==> config.mk <==
export PLATFORM = sky130hd
export DESIGN_NAME = dma_hs_master
export DESIGN_NICKNAME = d
export VERILOG_FILES = /design/src/rtl/dma_hs_pkg.sv /design/src/rtl/dma_hs_timer.sv /design/src/rtl/dma_hs_lane.sv /design/src/rtl/dma_hs_flags.sv /design/src/rtl/dma_hs_master.sv
export SDC_FILE = /design/constraint.sdc
export NUM_CORES = 1
export LEC_CHECK = 0
export ABC_AREA = 1
export BUFFER_PORTS_ARGS = -buffer_cell sky130_fd_sc_hd__buf_2
export CORE_ASPECT_RATIO = 0.9
export CORE_UTILIZATION = 40
export DETAILED_ROUTE_END_ITERATION = 6
export PLACE_DENSITY = 0.7
export SLEW_MARGIN = 20
export SYNTH_ARGS = -nofsm -noshare
export SYNTH_HDL_FRONTEND = slang
export SYNTH_HIERARCHICAL = 1
export SYNTH_SLANG_ARGS = --single-unit
==> constraint.sdc <==
create_clock -name clk -period 4.7 [get_ports clk]
set_input_delay 0.705 -clock clk [delete_from_list [all_inputs] [get_ports clk]]
set_output_delay 0.705 -clock clk [all_outputs]
set_load 0.01 [all_outputs]
==> src/rtl/dma_hs_pkg.sv <==
package dma_hs_pkg;
  typedef enum logic [1:0] {
    ST_IDLE = 2'd0,
    ST_REQ  = 2'd1,
    ST_XFER = 2'd2,
    ST_RESP = 2'd3
  } hs_state_e;

  // position of the handshake failure flag inside the status word
  localparam int unsigned HS_FAIL_BIT = 12;
endpackage

==> src/rtl/dma_hs_timer.sv <==
// Counts cycles spent waiting for grant; flags when the deadline is reached.
module dma_hs_timer #(
  parameter int unsigned TMO_W = 8
) (
  input  logic             clk,
  input  logic             rst_n,
  input  logic             run,
  input  logic [TMO_W-1:0] limit,
  output logic             expired
);
  localparam logic [TMO_W-1:0] CNT_MAX = {TMO_W{1'b1}};

  logic [TMO_W-1:0] cnt_q;

  always_ff @(posedge clk or negedge rst_n) begin
    if (!rst_n)             cnt_q <= '0;
    else if (!run)          cnt_q <= '0;
    else if (cnt_q != CNT_MAX) cnt_q <= cnt_q + 1'b1;
  end

  assign expired = run && (cnt_q >= limit);
endmodule

==> src/rtl/dma_hs_lane.sv <==
// Byte-lane sequencing: beat address bit, outgoing lane data, read assembly.
module dma_hs_lane #(
  parameter int unsigned DATA_W = 16
) (
  input  logic              clk,
  input  logic              rst_n,
  input  logic              byte_mode,
  input  logic              beat,
  input  logic              capture,
  input  logic [DATA_W-1:0] wdata,
  input  logic [DATA_W-1:0] din,
  output logic [DATA_W-1:0] dout,
  output logic              abit,
  output logic              last,
  output logic [DATA_W-1:0] rdata
);
  localparam int unsigned HALF = DATA_W / 2;

  logic [HALF-1:0] wbyte;

  always_comb begin
    wbyte = beat ? wdata[HALF-1:0] : wdata[DATA_W-1:HALF];
    if (byte_mode) begin
      abit = !beat;
      last = beat;
      dout = {{(DATA_W-HALF){1'b0}}, wbyte};
    end else begin
      abit = 1'b0;
      last = 1'b1;
      dout = wdata;
    end
  end

  always_ff @(posedge clk or negedge rst_n) begin
    if (!rst_n) begin
      rdata <= '0;
    end else if (capture) begin
      if (!byte_mode)  rdata <= din;
      else if (!beat)  rdata[DATA_W-1:HALF] <= din[HALF-1:0];
      else             rdata[HALF-1:0] <= din[HALF-1:0];
    end
  end
endmodule

==> src/rtl/dma_hs_flags.sv <==
// Sticky failure indications; a new failure outranks a clear in the same cycle.
module dma_hs_flags (
  input  logic clk,
  input  logic rst_n,
  input  logic fail_set,
  input  logic fail_clr,
  input  logic bit_rd,
  output logic hs_fail_n,
  output logic bit_flag
);
  always_ff @(posedge clk or negedge rst_n) begin
    if (!rst_n) begin
      hs_fail_n <= 1'b1;
      bit_flag  <= 1'b0;
    end else begin
      if (fail_set)      hs_fail_n <= 1'b0;
      else if (fail_clr) hs_fail_n <= 1'b1;
      if (fail_set)      bit_flag <= 1'b1;
      else if (bit_rd)   bit_flag <= 1'b0;
    end
  end
endmodule

==> src/rtl/dma_hs_master.sv <==
module dma_hs_master
  import dma_hs_pkg::*;
#(
  parameter int unsigned ADDR_W = 13,
  parameter int unsigned DATA_W = 16,
  parameter int unsigned TMO_W  = 8
) (
  input  logic              clk,
  input  logic              rst_n,
  input  logic              byte_mode,
  input  logic [TMO_W-1:0]  tmo_limit,
  input  logic              req_valid,
  output logic              req_ready,
  input  logic              req_write,
  input  logic [ADDR_W-1:0] req_addr,
  input  logic [DATA_W-1:0] req_wdata,
  output logic              rsp_valid,
  input  logic              rsp_ready,
  output logic [DATA_W-1:0] rsp_rdata,
  output logic              rsp_fail,
  output logic              rsp_abort,
  output logic              rq_n,
  input  logic              gnt_n,
  output logic              ack_n,
  output logic              cs_n,
  output logic              wrt,
  output logic [ADDR_W:0]   mem_addr,
  output logic [DATA_W-1:0] mem_dout,
  input  logic [DATA_W-1:0] mem_din,
  output logic              hs_fail_n,
  input  logic              fail_clr,
  input  logic              bit_rd,
  output logic [DATA_W-1:0] bit_word
);
  hs_state_e         state_q;
  logic              op_write_q, op_byte_q, beat_q, fail_q;
  logic [ADDR_W-1:0] op_addr_q;
  logic [DATA_W-1:0] op_wdata_q;

  logic              expired, in_xfer, abit, last, bit_flag, fail_set;
  logic [DATA_W-1:0] lane_dout;

  assign in_xfer  = (state_q == ST_XFER);
  assign fail_set = (state_q == ST_REQ) && gnt_n && expired;

  dma_hs_timer #(.TMO_W(TMO_W)) u_timer (
    .clk(clk), .rst_n(rst_n), .run(state_q == ST_REQ),
    .limit(tmo_limit), .expired(expired)
  );

  dma_hs_lane #(.DATA_W(DATA_W)) u_lane (
    .clk(clk), .rst_n(rst_n), .byte_mode(op_byte_q), .beat(beat_q),
    .capture(in_xfer && !op_write_q), .wdata(op_wdata_q), .din(mem_din),
    .dout(lane_dout), .abit(abit), .last(last), .rdata(rsp_rdata)
  );

  dma_hs_flags u_flags (
    .clk(clk), .rst_n(rst_n), .fail_set(fail_set), .fail_clr(fail_clr),
    .bit_rd(bit_rd), .hs_fail_n(hs_fail_n), .bit_flag(bit_flag)
  );

  always_ff @(posedge clk or negedge rst_n) begin
    if (!rst_n) begin
      state_q    <= ST_IDLE;
      op_write_q <= 1'b0;
      op_byte_q  <= 1'b0;
      op_addr_q  <= '0;
      op_wdata_q <= '0;
      beat_q     <= 1'b0;
      fail_q     <= 1'b0;
    end else begin
      unique case (state_q)
        ST_IDLE: if (req_valid) begin
          op_write_q <= req_write;
          op_byte_q  <= byte_mode;
          op_addr_q  <= req_addr;
          op_wdata_q <= req_wdata;
          beat_q     <= 1'b0;
          fail_q     <= 1'b0;
          state_q    <= ST_REQ;
        end
        ST_REQ: begin
          if (!gnt_n) begin
            state_q <= ST_XFER;
          end else if (expired) begin
            fail_q  <= 1'b1;
            state_q <= ST_RESP;
          end
        end
        ST_XFER: begin
          if (last) state_q <= ST_RESP;
          else      beat_q  <= 1'b1;
        end
        ST_RESP: if (rsp_ready) state_q <= ST_IDLE;
        default: state_q <= ST_IDLE;
      endcase
    end
  end

  always_comb begin
    req_ready = (state_q == ST_IDLE);
    rsp_valid = (state_q == ST_RESP);
    rsp_fail  = fail_q;
    rsp_abort = fail_q && !op_write_q;
    rq_n      = !((state_q == ST_REQ) || in_xfer);
    ack_n     = !in_xfer;
    cs_n      = !in_xfer;
    wrt       = in_xfer ? !op_write_q : 1'b1;
    mem_addr  = in_xfer ? {op_addr_q, abit} : '0;
    mem_dout  = (in_xfer && op_write_q) ? lane_dout : '0;
    bit_word  = '0;
    bit_word[HS_FAIL_BIT] = bit_flag;
  end
endmodule

======== Word level (Yosys, flattened, before mapping) ========
Index checks and enable logic that the tools add are counted.
operators by class
  bitwise operators ....................... 0
  reduce and logical (&&, ||, !) cells .... 22
  multiply operators ...................... 0
  multiplexer cells ....................... 28
  divide/modulo/power cells ............... 0
  eq/ne operators ......................... 14
  shift-type cells ........................ 0
  order comparisons ....................... 1
  $add $sub $neg .......................... 1
operator list
  operator                                                                  number
  16-bit two-way mux                                                        3
  8-bit two-way mux                                                         5
  14-bit two-way mux                                                        1
  2-bit inequality test (second input constant)                             6
  1-bit two-way mux                                                         11
  2-bit two-way mux                                                         5
  8-bit by 1-bit adder with 8-bit output (second input constant)            1
  8-bit greater-or-equal comparator                                         1
  8-bit inequality test (second input constant)                             1
  2-bit case mux with 4 select lines                                        1
  4-bit AND reduction                                                       2
  2-bit nonzero test                                                        4
  1-bit logical AND                                                         6
  2-bit by 1-bit inequality test with 1-bit output (second input constant)  3
  2-bit AND reduction                                                       3
  2-bit equality test (second input constant)                               2
  1-bit zero test                                                           4
  1-bit case mux with 2 select lines                                        2
  3-bit inequality test (second input constant)                             1
  3-bit AND reduction                                                       1
  2-bit by 1-bit equality test with 1-bit output (second input constant)    1
  2-bit zero test                                                           1
  1-bit logical OR                                                          1
word-level totals
  latch bits .............................. 0
  memory bits (read-only) ................. 0
  memory bits (writable) .................. 0
  word-level logic and storage cells ...... 78
  input port bits ......................... 62
  register bits ........................... 61
  output and inout bits ................... 71
  memories kept ........................... 0

======== Logic depth before layout (Yosys ltp) ========
  word-level depth ........................ 5
  mapped depth ............................ 16
  depth with buffers taken out ............ 16

======== Modules after synthesis ========
Netlist, hierarchy kept.
modules (own cells, without submodules)
  module         times used  cells each  area each (um^2)  seq. area each (um^2)
  dma_hs_master  1           203         2015.7            875.8
  dma_hs_lane    1           134         928.4             400.4
  dma_hs_timer   1           83          629.4             200.2
  dma_hs_flags   1           8           73.8              51.3

======== Least setup slack after synthesis ========
OpenSTA, ideal clock, no wires.
  path kind ............................... register -> output
  from .................................... register state_q[0]
  to ...................................... output mem_dout[1]
  data required time ...................... 3.995 ns
  slack ................................... 2.645 ns
  cell stages (with the launch flop) ...... 7
  arrival time ............................ 1.350 ns
  path buffers ............................ 2
  cell sequence ........................... dfrtp_1 inv_1 ha_1 buf_2 nand2_1 buf_2 nor2_1
between the ends
  word-level cells in the longest chain between the ends .. 3
RTL lines
  what                      RTL line              RTL
  start: declaration        dma_hs_master.sv:35   hs_state_e state_q;
  start signal: assignment  dma_hs_master.sv:64   state_q <= ST_IDLE;
  start signal: assignment  dma_hs_master.sv:80   state_q <= ST_REQ;
  start signal: assignment  dma_hs_master.sv:84   state_q <= ST_XFER;
  2-bit equality test       dma_hs_master.sv:43   assign in_xfer = (state_q == ST_XFER);
  1-bit logical AND         dma_hs_master.sv:110  mem_dout = (in_xfer && op_write_q) ? lane_dout : '0;
  16-bit two-way mux        dma_hs_master.sv:110
  end: declaration          dma_hs_master.sv:28   output logic [DATA_W-1:0] mem_dout,
Every way passes these cells.

======== Worst setup path in the final report ========
  from .................................... register state_q[0]
  to ...................................... output mem_dout[10]
The elaborated chain is that of the path after synthesis.

==> impl_metrics.yaml <==
run_status:
  outcome: "finished clean"
yosys:
  synth_compound_area_share_pct: 3.36
  yosys_warnings: 6
  synth_top_family_by_area: "simple AND/OR/NAND/NOR gates"
  synth-adder-area-share_pct: 5.49
  synth_simple_gate_area_share_pct: 22.7
  ys_seq_area_share_pct: 41.9
  synth_xor_xnor_area_share_pct: 0
  synth-seq-cells: 61
  syn_avg_cell_area_sq_um: 8.52
  synth.distinct_cells: 27
  synth_area_sq_mm: 0.00365
  synthCells: 428
  synthMuxAreaShare_pct: 12.6
cells_and_area:
  nNetsFinal: 621
  fin_cells: 667
  area_growth_pct: 21.5
  final_common_cell: "nand2_1"
  drive_gt1_share_pct: 32.1
  layout_common_cells: "nand2_1 (128), buf_2 (117), inv_1 (70)"
  diodes: 0
power_and_ir_drop:
  pwr_density_cell_mw_per_mm2: 602
  p_leak_nw: 2.72
  power.switching_mw: 1.04
  swShare_pct: 38.9
  pwr-share-clk_pct: 19.5
  seq_power_share_pct: 34.9
  p_int_mw: 1.63
  vdd_drop_max_uv: 281
  power_frac_comb_pct: 45.6
placed_design:
  port_buffers: 117
  hpwl_microns: 5730
  preCtsSetupSlack_ns: 2.30
  gp_congestion: 0.847
  post-place-cells: 651
route:
  viasPerCell: 4.43
  via_count: 2954
  drt_iter0_markers: 68
  drtPass1Iterations: 4
  drt_wl_total_microns: 7740
  ant_nets: 0
  drc_errors: 0
  wl_per_cell_microns: 11.6
job:
  maxCapViolCount: 0
clocking:
  cts.htree.levels: 3
  numCtsBuffers: 9
  clk_path_buf_depth: 2
  clock_sinks: 61
  clk_pin_slew_ns: 0.07
  hold_buffers: 0
  post-cts-setup-buffers: 0
  cts-resized-gates: 0
  cts_tree: "built"
  cts-root-buf: "clkbuf_8"
  clk-insertion-delay-late_ns: 0.33
die:
  die_area_sq_mm: 0.00950
  die_h_microns: 92.6
  core_area_sq_mm: 0.00869
  std_cell_rows: 32
  die_width_microns: 103
  top_level_ports: 133
  start_util_pct: 42.0
global_route:
  antenna_found_initial: 0
  grt_pass1_vias: 2883
  grt_overflow: 0
  grt_max_degree: 62
  track_usage_pct: 17.3
  grt_pass1_wl_microns: 12700
critical_path:
  cp_slowest_cell: "dfrtp_1"
  crit_path_end_kind: "output port"
  cp_cell_sequence: "inv_1 -> ha_1 -> buf_4 -> nand2_1 -> nor2_1 -> buf_2"
  required_ns: 3.99
  crit_path_start: "state_q[0]$_DFFE_PN0P_"
  regToRegSetupSlack_ns: 2.37
  reg2reg_from: "state_q[0]$_DFFE_PN0P_"
  cp_max_fo: 17
  crit_arrival_ns: 2.04
  criticalPathCategory: "reg -> out"
  startpoint_type: "flip-flop"
  slowest_delay_ns: 0.44
  rr_endpoint: "u_lane/rdata[15]$_DFFE_PN0P_"
  rr_worst_depth: 9
  endpoint: "mem_dout[10]"
sta:
  min_period_ns: 2.74
  relSlewSlack_pct: 31.3
  tns_ns: 0
  rsz0062_at_grt: "no"
  setup_slack_ns: 1.96
  setup_violations: 0
  max_freq_ghz: 0.365
  tightestPinTransition_ns: 1.03
  hold_slack_ns: 0.470
  layout_worst_path_cycle_share_pct: 58.4
  fin_skew_ns: 0.00750
  slew_violations: 0
  hold_violations: 0
min_path:
  hold_path.class: "reg -> reg"
  min_path_cells: 2
-- worst max-delay path: cells and delay by family (launching register included) --
kind	cells	cell delay (ns)
flops	1	0.44
buf+inv	3	0.55
fa+ha+maj	1	0.17
simple gates	2	0.55
-- flip-flops by register name, indices dropped and copies added (netlist names) --
register,flops
u_flags/hs_fail_n,1
op_write_q,1
op_addr_q,13
u_flags/bit_flag,1
rsp_fail,1
op_byte_q,1
state_q,2
beat_q,1
u_timer/cnt_q,8
u_lane/rdata,16
op_wdata_q,16
-- layer usage --
| layer | up-vias | routed length (microns) | GRT usage [%] |
|---|---|---|---|
| li1 | 1502 | - | - |
| met1 | 1351 | 3510 | 20.7 |
| met2 | 90 | 3730 | 30.1 |
| met3 | 11 | 378 | 3.85 |
| met4 | 0 | 117 | 6.07 |
| met5 | - | 0 | 0 |
-- how the worst min path moves through the flow --
stage	from	slack [ns]	to
global placement	u_lane/rdata[6]$_DFFE_PN0P_	0.45	u_lane/rdata[6]$_DFFE_PN0P_
finish	u_lane/rdata[3]$_DFFE_PN0P_	0.47	u_lane/rdata[3]$_DFFE_PN0P_
floorplan	rst_n	0.41	beat_q$_DFFE_PN0P_
CTS	u_lane/rdata[3]$_DFFE_PN0P_	0.48	u_lane/rdata[3]$_DFFE_PN0P_
detailed placement	u_lane/rdata[3]$_DFFE_PN0P_	0.46	u_lane/rdata[3]$_DFFE_PN0P_
global route	u_lane/rdata[3]$_DFFE_PN0P_	0.48	u_lane/rdata[3]$_DFFE_PN0P_
-- area by class of cell --
| class | instances | area [sq um] |
|---|---|---|
| Tap cell | 119 | 149 |
| Clock buffer | 10 | 138 |
| Sequential cell | 61 | 1530 |
| Clock inverter | 6 | 86.3 |
| Timing Repair Buffer | 119 | 601 |
| Inverter | 70 | 263 |
| Multi-Input combinational cell | 282 | 1670 |
| Fill cell | 881 | 4260 |
-- power groups by stage --
stage / Clock (mW) / Combinational [mW] / Sequential [mW]
detailed placement: 0 / 1.23 / 0.936
finish: 0.519 / 1.22 / 0.931
global placement: 0 / 1.20 / 0.931
CTS: 0.534 / 1.23 / 0.931
floorplan: 0 / 0.952 / 0.910
global route: 0.556 / 1.38 / 0.960
-- through the flow --
| step | instance area (sq um) | total power [mW] | util (%) |
|---|---|---|---|
| floorplan | 3700 | 1.86 | - |
| global placement | 4210 | 2.13 | 48.4 |
| detailed placement | 4210 | 2.16 | 48.4 |
| CTS | 4430 | 2.70 | 51.0 |
| global route | 4430 | 2.90 | 51.0 |
| finish | 4430 | 2.67 | 51.0 |
-- synthesized netlist by cell type, drive strengths merged --
| cell type | count | area share [%] |
|---|---|---|
| a21o | 1 | 0.21 |
| nor2 | 40 | 4.3 |
| or2 | 1 | 0.17 |
| nand3 | 19 | 2.6 |
| nand2 | 133 | 14 |
| a21oi | 6 | 1.1 |
| buf | 29 | 6.7 |
| o21ai | 13 | 1.8 |
| dfrtp | 60 | 41 |
| nand4 | 5 | 1.3 |
| ha | 16 | 5.5 |
| inv | 70 | 7.2 |
| nand3b | 1 | 0.21 |
| a2bb2oi | 1 | 0.24 |
| mux2 | 31 | 13 |
| dfstp | 1 | 0.72 |
| conb | 1 | 0.10 |
-- logic make-up (layout without fill, tap and decap cells) --
kind of cell / count (synthesis) / after routing
AND/OR/NAND/NOR: 199 / 199
buffers and inverters: 99 / 205
flip-flops: 61 / 61
multiplexers: 31 / 31
AO/OA/AOI/OAI: 21 / 21
adder cells (fa/ha/maj): 16 / 16
other: 1 / 15
(Power assumes the default switching activity.)
